[src/rtl/dpred_ctrl.sv]
module dpred_ctrl #(
  parameter int PCW   = 16,
  parameter int OFFW  = 12,
  parameter int NPRED = 32,
  parameter int CW    = 10,
  parameter int FNW   = 3,
  localparam int IDW  = $clog2(NPRED)
) (
  input  logic            clk,
  input  logic            rst_n,
  input  logic            br_valid,
  input  logic [1:0]      br_mark,
  input  logic [PCW-1:0]  br_pc,
  input  logic [OFFW-1:0] br_off,
  input  logic            br_lowconf,
  input  logic [PCW-1:0]  pred_pc,
  input  logic [PCW-1:0]  alt_pc,
  input  logic            div_resolve,
  input  logic [FNW-1:0]  fetch_n,
  input  logic [CW-1:0]   cnt_limit,
  input  logic            rel_valid,
  input  logic [IDW-1:0]  rel_id,
  output logic            mode_active,
  output logic [PCW-1:0]  merge_pc,
  output logic            fork_o,
  output logic            restore_o,
  output logic [IDW-1:0]  pred_id,
  output logic            fetch_sel,
  output logic            exit_valid,
  output logic [1:0]      exit_reason
);

  logic [NPRED-1:0] free_q;
  logic             p_done, a_done, rr;
  logic [CW-1:0]    cnt_q;
  logic [IDW-1:0]   alloc_id;

  wire is_div   = br_valid & br_lowconf & ((br_mark == 2'b10) | (br_mark == 2'b11));
  wire any_free = |free_q;
  wire take     = is_div & any_free;
  wire [PCW-1:0] new_merge = br_pc + PCW'(br_off);

  wire p_now = p_done | (pred_pc == merge_pc);
  wire a_now = a_done | (alt_pc == merge_pc);
  wire [CW:0] cnt_nxt = {1'b0, cnt_q} + (CW+1)'(fetch_n);

  wire ex_res = mode_active & div_resolve;
  wire ex_mrg = mode_active & p_now & a_now;
  wire ex_yld = mode_active & take;
  wire ex_cnt = mode_active & (cnt_nxt > {1'b0, cnt_limit});
  wire ex_any = ex_res | ex_mrg | ex_yld | ex_cnt;
  wire enter  = take & ~ex_res & ~ex_mrg;

  logic [1:0] rsn;
  always_comb begin
    if (ex_res)      rsn = 2'd1;
    else if (ex_mrg) rsn = 2'd0;
    else if (ex_yld) rsn = 2'd3;
    else             rsn = 2'd2;
  end

  always_comb begin
    alloc_id = '0;
    for (int i = NPRED - 1; i >= 0; i--)
      if (free_q[i]) alloc_id = IDW'(i);
  end

  wire [NPRED-1:0] rel_mask   = rel_valid ? (NPRED'(1) << rel_id) : '0;
  wire [NPRED-1:0] alloc_mask = enter ? (NPRED'(1) << alloc_id) : '0;

  assign fetch_sel = mode_active & (p_now | (~a_now & rr));

  always_ff @(posedge clk) begin
    if (!rst_n) begin
      mode_active <= 1'b0;
      merge_pc    <= '0;
      pred_id     <= '0;
      p_done      <= 1'b0;
      a_done      <= 1'b0;
      rr          <= 1'b0;
      cnt_q       <= '0;
      free_q      <= '1;
      fork_o      <= 1'b0;
      restore_o   <= 1'b0;
      exit_valid  <= 1'b0;
      exit_reason <= 2'd0;
    end else begin
      fork_o     <= enter;
      restore_o  <= ex_any;
      exit_valid <= ex_any;
      if (ex_any) exit_reason <= rsn;
      free_q <= (free_q | rel_mask) & ~alloc_mask;
      if (enter) begin
        mode_active <= 1'b1;
        merge_pc    <= new_merge;
        pred_id     <= alloc_id;
        p_done      <= 1'b0;
        a_done      <= 1'b0;
        rr          <= 1'b0;
        cnt_q       <= '0;
      end else if (ex_any) begin
        mode_active <= 1'b0;
        p_done      <= 1'b0;
        a_done      <= 1'b0;
      end else if (mode_active) begin
        p_done <= p_now;
        a_done <= a_now;
        rr     <= ~rr;
        cnt_q  <= cnt_nxt[CW-1:0];
      end
    end
  end

endmodule

[config.mk]
export PLATFORM = sky130hd
export DESIGN_NAME = dpred_ctrl
export DESIGN_NICKNAME = d
export VERILOG_FILES = /design/src/rtl/dpred_ctrl.sv
export SDC_FILE = /design/constraint.sdc
export NUM_CORES = 1
export LEC_CHECK = 0
export BUFFER_PORTS_ARGS = -buffer_cell sky130_fd_sc_hd__buf_2
export CAP_MARGIN = 20
export CORE_MARGIN = 8
export CORE_UTILIZATION = 58
export CTS_CLUSTER_DIAMETER = 120
export CTS_CLUSTER_SIZE = 20
export DETAILED_ROUTE_END_ITERATION = 12
export HOLD_SLACK_MARGIN = 0.03
export PLACE_DENSITY = 0.86
export SKIP_CTS_REPAIR_TIMING = 1
export SKIP_LAST_GASP = 1
export SYNTH_ARGS = -nofsm -noshare
export SYNTH_HDL_FRONTEND = slang
export SYNTH_SLANG_ARGS = --single-unit
[constraint.sdc]
create_clock -name clk -period 9.5 [get_ports clk]
set_input_delay 0.95 -clock clk [delete_from_list [all_inputs] [get_ports clk]]
set_output_delay 0.95 -clock clk [all_outputs]
set_load 0.01 [all_outputs]
==> results of run 1 <==
[how the worst max path moves through the flow]
stage / startpoint / to / slack [ns] / depth (start not counted)
2_1_floorplan: fetch_n[0] / cnt_q[6] / 5.35 / 14
3_3_place_gp: fetch_n[0] / cnt_q[3] / 4.84 / 14
3_5_place_dp: fetch_n[0] / cnt_q[0] / 4.62 / 14
4_1_cts: fetch_n[0] / cnt_q[0] / 4.99 / 14
5_1_grt: fetch_n[0] / cnt_q[3] / 4.69 / 14
6_report: fetch_n[0] / cnt_q[0] / 4.96 / 14
[registers in the layout (all words and copies together), names as in the netlist]
signal and count:
free_q 32, merge_pc 16, cnt_q 10, pred_id 5, exit_reason 2, a_done 1
exit_valid 1, fork_o 1, mode_active 1, p_done 1, rr 1
[metal layers]
| metal | vias up | part of all wire (%) | global-route usage, % |
|---|---|---|---|
| met5 | - | 0 | 0 |
| met4 | 0 | 2.9 | 12.1 |
| met3 | 33 | 6.6 | 3.41 |
| met2 | 216 | 48 | 39.1 |
| met1 | 2093 | 42 | 28.3 |
| li1 | 2209 | - | - |
[critical path, delay by kind of cell]
family / cells / cell delay, ns
AND/OR/NAND/NOR: 4 / 1.23
AO/OA/AOI/OAI: 4 / 1.08
adder cells (fa/ha/maj): 3 / 0.93
multiplexers: 1 / 0.32
XOR/XNOR: 1 / 0.15
buffers and inverters: 1 / 0.10
[final cells by class]
cell class              count  area [sq um]
inverters                  24          90.1
flip-flops and latches     71          1420
multi-input cells         431          2920
fillers                   621          2320
repair buffers            113           568
clock inverters             1          5.00
clock buffers              14           153
well taps                 102           128
[power groups by stage]
| stage | clock network [uW] | registers [uW] | logic, uW |
|---|---|---|---|
| after floorplan | 0 | 316 | 65.4 |
| after global placement | 0 | 316 | 103 |
| after detailed placement | 0 | 317 | 107 |
| after CTS | 206 | 310 | 108 |
| after global routing | 218 | 310 | 120 |
| final | 205 | 310 | 109 |
[cell families after synthesis]
family	after synthesis	synth area share [%]
AO/OA/AOI/OAI	143	22.0
buffers and inverters	38	3.56
AND/OR/NAND/NOR	206	24.2
adder cells (fa/ha/maj)	27	7.85
flip-flops	71	31.6
XOR/XNOR	52	10.1
multiplexers	3	0.668
[metrics by stage]
step                      instance area (sq um)  total power [uW]  setup slack [ns]  util (%)  cells
after floorplan                            4500               382              5.35         -    540
after global placement                     5130               419              4.84      67.4    741
final                                      5280               623              4.96      69.5    756
after detailed placement                   5130               424              4.62      67.4    741
after global routing                       5280               648              4.69      69.5    756
after CTS                                  5280               624              4.99      69.5    756
[layout by cell type (no fill, tap or decap), types with 10 or more instances in the layout]
master,n
buf_2,112
dfxtp_1,71
nand2_1,49
nor2_1,43
a21oi_1,35
xor2_1,30
nor3_1,25
ha_1,25
inv_1,24
o21ai_0,23
xnor2_1,22
a211oi_1,16
nor4_1,15
nor2b_1,11
nand3_1,10
nand2b_1,10
a31oi_1,10
clkbuf_8,10
==> impl_metrics.csv, run 1 <==
group,metric,value,unit
synthesis,mappedNetlistArea,4500,sq um
setup_path,arrival,4.77,ns
setup_path,r2r_end,"cnt_q[0]",
setup_path,r2r_start,"cnt_q[0]",
cts,clk_latency,0.34,ns
detailed_routing,wl,13000,um
run_status,status,"finished, final reports clean",
die,pin_count,114,
setup_path,crit_path_max_fanout,19,
setup_path,critical_path_required,9.73,ns
pwr,comb_power_share,17.5,%
cts,h-tree-depth,3,
detailed_routing,viasPerCell,6.02,
pwr,p_int,453,uW
setup_path,end_kind,"register",
synthesis,synth_flop_cell,"dfxtp_1",
die,rows,32,
synthesis,postSynthCellCount,540,
setup_path,crit_type,"in2reg",
place,io_buffers,112,
synthesis,yosysWarnings,0,
timing,fmax,220,MHz
hold_path,hold_start,"pred_id[4]",
global_routing,grt_usage,23.3,%
synthesis,async_flop_share,0,%
timing,finalSetupTns,0,ns
synthesis,ys_ff_latch,71,
die,die-area,10800,sq um
setup_path,cp_slowest_cell,"nor3_4",
cts,root_buffer,"clkbuf_8",
setup_path,critPathMaxStageDelay,0.67,ns
synthesis,ys_seq_area_share,31.6,%
setup_path,start_kind,"primary input",
layout,fin_nets,763,
timing,setup_viol,0,
synthesis,synth_top_cell_area_share,31.6,%
die,core-area,7610,sq um
cts,clockBufferDepth,2,
pwr,powerDensity,118,nW/um^2
global_routing,grt_pass1_wl,21400,um
die,initial_utilization,59.1,%
timing,fin_crit,4.54,ns
detailed_routing,routedWlPerCell,17.2,um
synthesis,synth_edf_count,0,
timing,worst_hold_slack,0.443,ns
synthesis,yosysMostFrequentCell,"dfxtp_1",
die,chipWidth,104,um
timing,relSlewSlack,28.1,%
detailed_routing,dr.pass1.iters,5,
setup_path,cpMostUsedCell,"ha_1",
run,maxCapViolations,0,
timing,fin_skew,0.00707,ns
place,hpwl,10100,um
cts,cts_inserted_buffers,9,
cts,clk_pin_slew_worst_paths,0.07,ns
synthesis,synth_commonest_cells,"dfxtp_1, nand2_1, nor2_1, a21oi_1, xor2_1",
timing,worst_pin_slew,1.08,ns
pwr,total_leakage_power,0.00232,uW
synthesis,synth_area_leaders,"dfxtp_1, ha_1, xor2_1",
cts,cts.sinks,71,
timing,maxSlewViolCount,0,
setup_path,r2r_cells,13,
setup_path,cp_cell_sequence,"buf_2, ha_1, fa_1, a21oi_1, and2b_1, and3_1, xor2_1, ha_1, a2111oi_0, a211oi_1, o221a_2, nor3_4, mux2i_1, nor2b_1",
detailed_routing,drt_iter0_drc,301,
synthesis,ys_types,65,
setup_path,r2r_slack,5.37,ns
synthesis,synth_area_per_cell,8.33,sq um
layout,final_layout_size_suffix_gt1_share,21.6,%
global_routing,antenna_found_initial,0,
synthesis,syn_nets,653,
detailed_routing,drtAntennaViolNets,0,
pwr,switching_share,27.4,%
global_routing,grt_pass1_vias,4566,
timing,hold_violations,0,
layout,area_growth,17.5,%
hold_path,hold_depth,2,
synthesis,yosys.area.top_type,"dfxtp_1",
place,place_congestion,0.921,
die,die_y,104,um
hold_path,whs_endpoint,"pred_id[4]",
detailed_routing,via_count,4551,
global_routing,gr-total-overflow,0,
pwr,power_switching,171,uW
hold_path,hp-class,"reg2reg",
timing,rsz0062_at_grt,"false",
layout,antennaDiodeCount,0,
pwr,vdd_drop_max,0.0000680,V
pwr,pwr-share-seq,49.7,%
timing,period_share,47.8,%
detailed_routing,drc_errors,0,
global_routing,grt_max_degree,33,
pwr,power_frac_clock,32.8,%
cts,cts_tree,"done",
(Power assumes the default switching activity.)
==> run 2, diff against run 1 <==
- CORE_UTILIZATION: 58 -> 49
- PLACE_DENSITY: 0.86 -> 0.78
- clock period: 9.5 -> 4.1 ns (I/O delays scaled with it)
==> impl_metrics.csv, run 2 (synthesized netlist as in run 1, its figures left out) <==
group,metric,value,unit
timing,relSlewSlack,31.0,%
place,hpwl,9990,um
run,maxCapViolations,0,
setup_path,arrival,3.95,ns
die,rows,35,
run_status,status,"finished, final reports clean",
setup_path,r2r_cells,13,
pwr,p_int,1220,uW
layout,top_register,"free_q",
detailed_routing,dr.pass1.iters,5,
setup_path,crit_type,"reg2reg",
global_routing,grt_pass1_wl,20700,um
setup_path,end_kind,"register",
setup_path,crit_path_max_fanout,4,
global_routing,grt_pass1_vias,4405,
timing,rsz0062_at_grt,"false",
detailed_routing,via_count,4519,
timing,fin_skew,0.0147,ns
detailed_routing,drtAntennaViolNets,0,
layout,reg_top3,"free_q x32, merge_pc x16, cnt_q x10",
detailed_routing,wl,12800,um
layout,final_layout_size_suffix_gt1_share,22.2,%
die,pin_count,114,
pwr,power_frac_clock,40.7,%
layout,fin_nets,765,
global_routing,gr-total-overflow,0,
setup_path,critical_path_required,4.37,ns
setup_path,setup.worst_path.end,"a_done",
setup_path,r2r_start,"cnt_q[0]",
detailed_routing,drc_errors,0,
cts,clk_latency,0.35,ns
timing,fin_crit,3.68,ns
detailed_routing,viasPerCell,5.88,
cts,cts_tree,"done",
timing,period_share,89.7,%
setup_path,r2r_slack,0.42,ns
setup_path,start_kind,"register",
cts,clockBufferDepth,2,
setup_path,r2r_end,"a_done",
layout,layout.cells.non_filler,768,
die,initial_utilization,49.6,%
place,io_buffers,112,
pwr,total_leakage_power,0.00237,uW
hold_path,hp-class,"in2reg",
cts,cts.sinks,71,
layout,mostFrequentLayoutCells,"buf_2, dfxtp_1, nand2_1, nor2_1, a21oi_1",
global_routing,antenna_found_initial,0,
die,die_y,112,um
layout,antennaDiodeCount,0,
pwr,powerDensity,303,nW/um^2
layout,area_growth,20.1,%
timing,fmax,272,MHz
timing,maxSlewViolCount,0,
layout,layout_commonest_cell,"buf_2",
pwr,comb_power_share,15.5,%
pwr,switching_share,25.4,%
pwr,vdd_drop_max,0.000154,V
setup_path,setup.worst_path.start,"cnt_q[0]",
place,placed_cells,752,
timing,setup_viol,0,
global_routing,grt_usage,20.0,%
cts,root_buffer,"clkbuf_8",
timing,finalSetupTns,0,ns
pwr,power_switching,416,uW
detailed_routing,routedWlPerCell,16.7,um
cts,cts_inserted_buffers,9,
place,place_congestion,0.908,
timing,hold_violations,0,
detailed_routing,drt_iter0_drc,376,
die,core-area,9060,sq um
die,chipWidth,112,um
layout,largest_reg_flops,32,
cts,h-tree-depth,3,
layout,fin_util,59.6,%
cts,clk_pin_slew_worst_paths,0.08,ns
timing,worst_pin_slew,1.03,ns
pwr,pwr-share-seq,43.8,%
die,die-area,12500,sq um
global_routing,grt_max_degree,33,
## run 2: changes by cell type in the layout (fill, tap and decap cells not counted), sizes merged
cell,change
clkinvlp,+1
buf,+2
clkbuf,-3
bufinv,+3
## run 2: worst max-delay path: stages (launching register included)
cell       delay (ns)
dfxtp_1          0.32
ha_1             0.20
fa_1             0.40
a21oi_1          0.15
and2b_1          0.23
and3_1           0.24
xor2_1           0.16
ha_1             0.32
a2111oi_0        0.38
a211oi_1         0.14
o221a_2          0.32
o41ai_2          0.40
nand2_1          0.13
nor3_1           0.20
## run 2: layer usage
metal / up-vias / global-route usage, % / part of all wire, %
li1: 2222 / - / -
met1: 2101 / 23.3 / 43
met4: 0 / 8.39 / 2.2
met3: 29 / 3.95 / 6.0
met2: 167 / 34.9 / 49
met5: - / 0 / 0
## run 2: power by group through the flow
stage / clock (uW) / combinational (uW) / sequential (uW)
3_3_place_gp: 0 / 242 / 733
3_5_place_dp: 0 / 251 / 733
6_report: 667 / 254 / 717
2_1_floorplan: 0 / 152 / 733
5_1_grt: 707 / 279 / 719
4_1_cts: 680 / 253 / 717
## run 2: worst min-delay path by stage
stage          cells after the start  slack (ns)  startpoint            to
2_1_floorplan                      2        0.45      p_done        p_done
3_3_place_gp                       2        0.43  pred_id[4]    pred_id[4]
3_5_place_dp                       2        0.44  pred_id[4]    pred_id[4]
4_1_cts                            3        0.33   br_pc[15]  merge_pc[15]
5_1_grt                            3        0.36   br_pc[15]  merge_pc[15]
6_report                           3        0.34   br_pc[15]  merge_pc[15]
## run 2: area by class of cell
| class | instances | area [sq um] |
|---|---|---|
| fill | 809 | 3660 |
| multi-input combinational | 431 | 2920 |
| sequential | 71 | 1420 |
| timing repair buffer | 115 | 596 |
| tap | 111 | 139 |
| clock buffer | 11 | 131 |
| clock inverter | 5 | 106 |
| inverter | 24 | 90.1 |
## run 2: stage by stage
| stage | power (uW) | hold slack (ns) | setup slack, ns | instance area (sq um) |
|---|---|---|---|---|
| 4_1_cts | 1650 | 0.335 | 0.394 | 5400 |
| 3_5_place_dp | 985 | 0.437 | 0.215 | 5160 |
| 2_1_floorplan | 885 | 0.452 | 0.492 | 4500 |
| 5_1_grt | 1710 | 0.361 | 0.103 | 5400 |
| 3_3_place_gp | 974 | 0.430 | 0.274 | 5160 |
| 6_report | 1640 | 0.343 | 0.424 | 5400 |
==> run 3, diff against run 2 <==
- CORE_MARGIN: 8 -> 1
==> impl_metrics.csv, run 3 (synthesized netlist as in run 1, its figures left out) <==
group,metric,value,unit
pwr,power_frac_clock,37.5,%
setup_path,r2r_slack,0.33,ns
cts,cts.sinks,71,
layout,register_area,1420,sq um
setup_path,crit_type,"reg2reg",
place,place_congestion,0.896,
pwr,power.total,1550,uW
setup_path,critical_path_required,4.34,ns
global_routing,grt_pass1_wl,20100,um
cts,cts_tree,"done",
global_routing,antenna_found_initial,0,
setup_path,arrival,4.01,ns
timing,hold_violations,0,
setup_path,end_kind,"register",
pwr,power_switching,405,uW
place,io_buffers,112,
hold_path,whs_endpoint,"merge_pc[15]",
setup_path,start_kind,"register",
detailed_routing,drt_iter0_drc,377,
timing,period_share,92.0,%
global_routing,grt_max_degree,33,
cts,root_buffer,"clkbuf_8",
setup_path,r2r_end,"cnt_q[0]",
timing,fin_crit,3.77,ns
run_status,status,"finished with violations",
detailed_routing,viasPerCell,5.97,
layout,top_register,"free_q",
detailed_routing,drc_errors,8,
layout,multi_input_area,2920,sq um
hold_path,hp-class,"in2reg",
run_status,violations,"DRC",
cts,clk_pin_slew_worst_paths,0.07,ns
setup_path,r2r_cells,14,
cts,h-tree-depth,3,
timing,setup_viol,0,
pwr,switching_share,26.1,%
timing,fin_skew,0.0173,ns
layout,layout_commonest_cell,"buf_2",
pwr,vdd_drop_max,0.000159,V
global_routing,grt_pass1_vias,4260,
timing,fmax,265,MHz
timing,finalSetupTns,0,ns
die,die_y,97.8,um
layout,fin_util,61.1,%
timing,relSlewSlack,31.3,%
layout,antennaDiodeCount,0,
cts,cts_inserted_buffers,9,
die,die-area,9560,sq um
die,pin_count,114,
pwr,pwr-share-seq,46.2,%
setup_path,crit_path_max_fanout,17,
pwr,comb_power_share,16.3,%
detailed_routing,via_count,4570,
timing,rsz0062_at_grt,"false",
hold_path,hold_depth,3,
die,chipWidth,97.8,um
layout,mostFrequentLayoutCells,"buf_2, dfxtp_1, nand2_1, nor2_1, a21oi_1",
die,initial_utilization,51.1,%
timing,worst_pin_slew,1.03,ns
pwr,p_int,1150,uW
place,placed_cells,750,
layout,layout.cells.non_filler,766,
layout,area_growth,19.6,%
place,hpwl,9510,um
global_routing,gr-total-overflow,0,
layout,fillers,800,
layout,largest_reg_flops,32,
die,core-area,8810,sq um
setup_path,r2r_start,"cnt_q[0]",
detailed_routing,wl,12200,um
pwr,powerDensity,289,nW/um^2
pwr,total_leakage_power,0.00236,uW
layout,fin_nets,766,
hold_path,hold_start,"br_pc[15]",
layout,final_layout_size_suffix_gt1_share,22.3,%
detailed_routing,routedWlPerCell,16.0,um
timing,maxSlewViolCount,0,
detailed_routing,dr.pass1.iters,9,
cts,clockBufferDepth,2,
layout,reg_top3,"free_q x32, merge_pc x16, cnt_q x10",
detailed_routing,drtAntennaViolNets,0,
run,maxCapViolations,0,
die,rows,34,
global_routing,grt_usage,25.8,%
cts,clk_latency,0.35,ns
==> run 3: cell count changes in the layout (fill, tap and decap cells not counted), sizes merged <==
cell	previous run	this run
clkbuf	11	14
bufinv	3	1
buf	115	116
clkinv	1	0
==> run 3: routing by layer <==
| metal | GRT usage [%] | routed length [um] | share of wire [%] | vias up |
|---|---|---|---|---|
| li1 | - | - | - | 2214 |
| met2 | 42.1 | 5870 | 48 | 198 |
| met1 | 34.8 | 5340 | 44 | 2133 |
| met4 | 9.79 | 181 | 1.5 | 0 |
| met5 | 0 | 0 | 0 | - |
| met3 | 3.72 | 840 | 6.9 | 25 |
==> run 3: final cells by class <==
cell class              instances  area share (%)
multi-input cells             431            54.3
flip-flops and latches         71            26.4
repair buffers                116            11.2
clock buffers                  14            3.21
well taps                     108            2.51
inverters                      24            1.67
clock inverters                 2           0.698
==> run 3: power groups by stage <==
stage / combinational [uW] / sequential (uW) / clock (uW)
finish: 253 / 718 / 584
global route: 280 / 719 / 623
global placement: 241 / 733 / 0
CTS: 252 / 718 / 588
floorplan: 152 / 733 / 0
detailed placement: 250 / 734 / 0
==> run 3: stage by stage <==
step | hold slack, ns | area, sq um | setup slack [ns]
after floorplan | 0.452 | 4500 | 0.492
final | 0.363 | 5380 | 0.330
after global routing | 0.365 | 5380 | 0.00939
after CTS | 0.357 | 5380 | 0.338
after global placement | 0.431 | 5170 | 0.243
after detailed placement | 0.439 | 5170 | 0.139
==> run 3: worst max-delay path by stage <==
| stage | start | slack [ns] | to | cells past startpoint |
|---|---|---|---|---|
| floorplan | fetch_n[0] | 0.49 | cnt_q[7] | 14 |
| global placement | fetch_n[0] | 0.24 | cnt_q[3] | 15 |
| detailed placement | fetch_n[0] | 0.14 | a_done | 14 |
| CTS | cnt_q[0] | 0.34 | cnt_q[0] | 14 |
| global route | cnt_q[0] | 0.009 | cnt_q[0] | 14 |
| finish | cnt_q[0] | 0.33 | cnt_q[0] | 14 |
==> run 3: critical path, cell delays in order (launching register included) <==
cell and delay, ns:
dfxtp_1 0.33, ha_1 0.21, fa_1 0.40, a21oi_1 0.17
and2b_1 0.24, and3_1 0.23, xor2_1 0.16, ha_1 0.33
a2111oi_0 0.38, a211oi_1 0.15, o221a_2 0.32, nor3_4 0.31
buf_12 0.19, mux2i_1 0.19, nor2b_1 0.06
